**config.mk**
```make
export PLATFORM = sky130hd
export DESIGN_NAME = pwm_period_match
export DESIGN_NICKNAME = d
export VERILOG_FILES = /design/src/rtl/pwm_period_match.sv
export SDC_FILE = /design/constraint.sdc
export NUM_CORES = 1
export LEC_CHECK = 0
export BUFFER_PORTS_ARGS = -buffer_cell sky130_fd_sc_hd__buf_2
export CAP_MARGIN = 25
export CELL_PAD_IN_SITES_DETAIL_PLACEMENT = 1
export CELL_PAD_IN_SITES_GLOBAL_PLACEMENT = 1
export CORE_ASPECT_RATIO = 1.2
export CORE_MARGIN = 2
export CORE_UTILIZATION = 30
export DETAILED_ROUTE_END_ITERATION = 10
export PLACE_DENSITY = 0.63
export SLEW_MARGIN = 20
export SYNTH_ARGS = -nofsm -noshare
export SYNTH_HDL_FRONTEND = slang
export SYNTH_SLANG_ARGS = --single-unit
```
**constraint.sdc**
```tcl
create_clock -name clk -period 5.5 [get_ports clk]
set_input_delay 0.55 -clock clk [delete_from_list [all_inputs] [get_ports clk]]
set_output_delay 0.55 -clock clk [all_outputs]
set_load 0.1 [all_outputs]
```
**src/rtl/pwm_period_match.sv**
```systemverilog
module pwm_period_match #(
  parameter int TW = 8,
  parameter int FW = 2
) (
  input  logic          clk,
  input  logic          rst_n,
  input  logic          pwm_en,
  input  logic          pin_dir_in,
  input  logic [TW-1:0] period,
  input  logic [TW-1:0] duty_hi,
  input  logic [FW-1:0] duty_lo,
  input  logic [1:0]    presc_sel,
  output logic          pwm_o,
  output logic          pwm_oe
);
  localparam int DW = TW + FW;

  logic [3:0]    pcnt;
  logic [3:0]    plim;
  logic [FW-1:0] sub;
  logic [TW-1:0] tmr;
  logic [DW-1:0] shd;
  logic          out_q;
  logic          tick, step, bnd, hit;
  logic [DW-1:0] duty_w;
  logic [DW:0]   pos_nx;

  assign plim   = (presc_sel == 2'd0) ? 4'd0 : (presc_sel == 2'd1) ? 4'd3 : 4'd15;
  assign tick   = (pcnt == plim);
  assign step   = tick && (&sub);
  assign bnd    = step && (tmr == period);
  assign duty_w = {duty_hi, duty_lo};
  assign pos_nx = {1'b0, tmr, sub} + 1'b1;
  assign hit    = tick && !bnd && (pos_nx == {1'b0, shd});

  always_ff @(posedge clk or negedge rst_n) begin
    if (!rst_n) begin
      pcnt  <= '0;
      sub   <= '0;
      tmr   <= '0;
      shd   <= '0;
      out_q <= 1'b0;
    end else if (!pwm_en) begin
      pcnt  <= '0;
      sub   <= '0;
      tmr   <= '0;
      shd   <= '0;
      out_q <= 1'b0;
    end else begin
      pcnt <= tick ? 4'd0 : pcnt + 4'd1;
      if (tick) sub <= sub + 1'b1;
      if (step) tmr <= bnd ? '0 : tmr + 1'b1;
      if (bnd) begin
        shd   <= duty_w;
        out_q <= |duty_w;
      end else if (hit) begin
        out_q <= 1'b0;
      end
    end
  end

  assign pwm_oe = pwm_en && !pin_dir_in;
  assign pwm_o  = out_q && pwm_oe;
endmodule


```
==> reports/metrics.cfg <==
[layout]
regArea_sq_um=625.6
fillCellCount=622
nets=220
final_cells=253
drive_gt1_frac=0.1990
diodes=0
syn_to_final_growth_pct=11.62
multi_input_area_sq_um=934.6

[cts]
post_cts_buffers=0
cts_tree=done
cts_hold_buf=0
cts_sinks=25
cts_resized=0
root_buffer=clkbuf_8
clock_path_buffers=2
htreeDepth=1
insertion_delay_ps=270
numCtsBuffers=3
clk_pin_slew_ps=90

[sta]
relSlewSlack=0.5977
setup_violations=0
period_needed_ps=2317
hold_viol=0
fin_setup_tns_ps=0
rsz0062_at_grt=no
fmax_ghz=0.4317
fin_skew_ps=9.645
slew_viol_final=0
min_period_over_period=0.4212
worst_pin_slew_ps=603.1

[global_route]
grt_pass1_wl_mm=6.969
grt_util_met3=0.01200
use_met1=0.1836
grt_max_degree=26
grt_pass1_vias=1391
antenna_found_initial=0
grt-ovfl-total=0
globalRouteMet2Util=0.2601
busiest_layer=met2
grt_usage=0.1465

[synthesis]
avgSynthCellArea_sq_um=9.512
synth_top_area_frac=0.3846
netlist_instances=171
synthTopCellsByArea=dfrtp_1 (38%), xnor2_1 (8.6%), nor2_1 (7.2%)
synth_cell_type_count=41
yosysSeqAreaShare=0.3846
synthesis.area_sq_mm=0.001627
yosys_warnings=0
synth_top_cell_by_area=dfrtp_1
synth_fp_nets=199
synth_seq_cells=25

[job]
cap_violations=0

[placement]
dp.cells=249
hpwl_mm=3.018
routabilityCongestion=0.7791
portBuffers=25

[run_status]
status=completed

[detailed_routing]
wl_per_cell_um=15.76
vias_per_cell=5.095
drt_pass1_iterations=4
drc_errors=0
vias=1289
final_antenna_net_count=0
drt_iter0_drc=20
totalWireLength_mm=3.987

[worst_setup_path]
worstPathMaxFanout=16
start_kind=input port
crit_required_ps=4950
end_kind=output port
arrival_ps=1770
critPathKind=input port to output port

[die]
die_area_sq_mm=0.006029
core_sq_mm=0.005261
rows=29
io_pins=26
die_w_um=71.22
initial_core_util=0.3092
fp.dieH_um=84.66

[power_and_ir_drop]
p_leak_nw=0.8538
powerDensity_mw_per_mm2=190.1
vdd_drop_max_mv=0.07748

[hold_path]
hp-class=input port to async pin

## cell families after synthesis
logic type / after synthesis / share of synthesized area
flip-flops: 25 / 0.3846
AO/OA/AOI/OAI: 23 / 0.1231
multiplexers: 10 / 0.06154
adder cells (fa/ha/maj): 4 / 0.03077
buffers and inverters: 11 / 0.04077
AND/OR/NAND/NOR: 71 / 0.2138
XOR/XNOR: 27 / 0.1454
## power by group
| group | internal (mW) | switching (mW) | leakage (nW) |
|---|---|---|---|
| Combinational | 0.0166 | 0.0254 | 0.484 |
| Sequential | 0.187 | 0.00443 | 0.347 |
| Clock | 0.0519 | 0.0599 | 0.0228 |
| Total | 0.255 | 0.0897 | 0.854 |
## cells in the final DEF, fill, tap and decap left out, drive strengths merged, types with 2 or more instances in the layout
| cell type | Yosys | final |
|---|---|---|
| a21oi | 7 | 7 |
| a311o | 2 | 2 |
| and2 | 3 | 3 |
| and3 | 3 | 3 |
| buf | 8 | 25 |
| clkbuf | 1 | 4 |
| dfrtp | 25 | 25 |
| ha | 4 | 4 |
| inv | 2 | 2 |
| mux2i | 10 | 10 |
| nand2 | 13 | 13 |
| nand3 | 5 | 5 |
| nand4 | 2 | 2 |
| nor2 | 32 | 32 |
| nor2b | 2 | 2 |
| nor3 | 2 | 2 |
| nor4 | 2 | 2 |
| o2111ai | 2 | 2 |
| o21ai | 5 | 5 |
| o41ai | 2 | 2 |
| or3 | 2 | 2 |
| or4 | 2 | 2 |
| xnor2 | 16 | 16 |
| xor2 | 11 | 11 |
## worst max-delay path, cell delays in order
cell and delay, ps:
buf_2 190, inv_1 270, nor2_1 190, and2_1 130
buf_2 420
## worst paths after layout
kind / start / end / slack, ps / depth (start not counted)
max in group asynchronous: rst_n / shd[3]$_DFFE_PN0P_ / 4850 / 1
min: rst_n / tmr[2]$_DFFE_PN0P_ / 260 / 1
min in group clk: pcnt[0]$_DFF_PN0_ / pcnt[0]$_DFF_PN0_ / 510 / 1
max: pwm_en / pwm_o / 3180 / 5
min reg2reg: pcnt[0]$_DFF_PN0_ / pcnt[0]$_DFF_PN0_ / 510 / 1
max reg2reg: tmr[0]$_DFFE_PN0P_ / out_q$_DFFE_PN0P_ / 3340 / 6
## Yosys cell counts
| library cell | number |
|---|---|
| nor2_1 | 31 |
| dfrtp_1 | 25 |
| xnor2_1 | 16 |
| nand2_1 | 12 |
| xor2_1 | 11 |
| mux2i_1 | 10 |
| a21oi_1 | 6 |
| buf_2 | 5 |
| nand3_1 | 5 |
| ha_1 | 4 |
| and2_1 | 3 |
| and3_1 | 3 |
| o21ai_0 | 3 |
| a311o_1 | 2 |
| buf_6 | 2 |
| inv_1 | 2 |
| nand4_1 | 2 |
| nor2b_1 | 2 |
| nor3_1 | 2 |
| nor4_2 | 2 |
| or3_1 | 2 |
| or4_1 | 2 |
| a211o_1 | 1 |
| a211oi_2 | 1 |
| a21oi_4 | 1 |
| a31oi_1 | 1 |
| and4_1 | 1 |
| buf_4 | 1 |
| clkbuf_1 | 1 |
| nand2_2 | 1 |
| nand4b_1 | 1 |
| nor2_2 | 1 |
| o2111ai_1 | 1 |
| o2111ai_4 | 1 |
| o21ai_1 | 1 |
| o21ai_2 | 1 |
| o22ai_1 | 1 |
| o41a_1 | 1 |
| o41ai_1 | 1 |
| o41ai_2 | 1 |
| or2_2 | 1 |
## per-layer routing
| layer | routed length [um] | vias to the layer above |
|---|---|---|
| li1 | - | 633 |
| met2 | 2048 | 24 |
| met1 | 1761 | 627 |
| met4 | 61 | 0 |
| met5 | 0 | - |
| met3 | 116 | 5 |
## per-stage QoR
stage	area [sq um]	power [mW]	hold slack [ps]	utilization	worst slack (ps)
2_1_floorplan	1627	0.2173	254.4	-	2118
3_3_place_gp	1770	0.2380	492.8	0.3365	3162
3_5_place_dp	1770	0.2381	501.0	0.3365	3159
4_1_cts	1815	0.3540	284.2	0.3451	3149
5_1_grt	1815	0.3636	312.6	0.3451	3065
6_report	1815	0.3452	261.1	0.3451	3183
## state kept, by name, indices dropped and copies added (netlist names)
| signal | cells |
|---|---|
| shd | 10 |
| pcnt | 4 |
| tmr | 8 |
| sub | 2 |
| out_q | 1 |
## final cells by class
type                    instances  share of cell area
inverters                       2            0.004135
well taps                      62             0.04273
repair buffers                 25             0.06892
clock buffers                   4             0.02481
flip-flops and latches         25              0.3446
multi-input cells             135              0.5148
No activity file was read; power rests on OpenSTA's default activity.
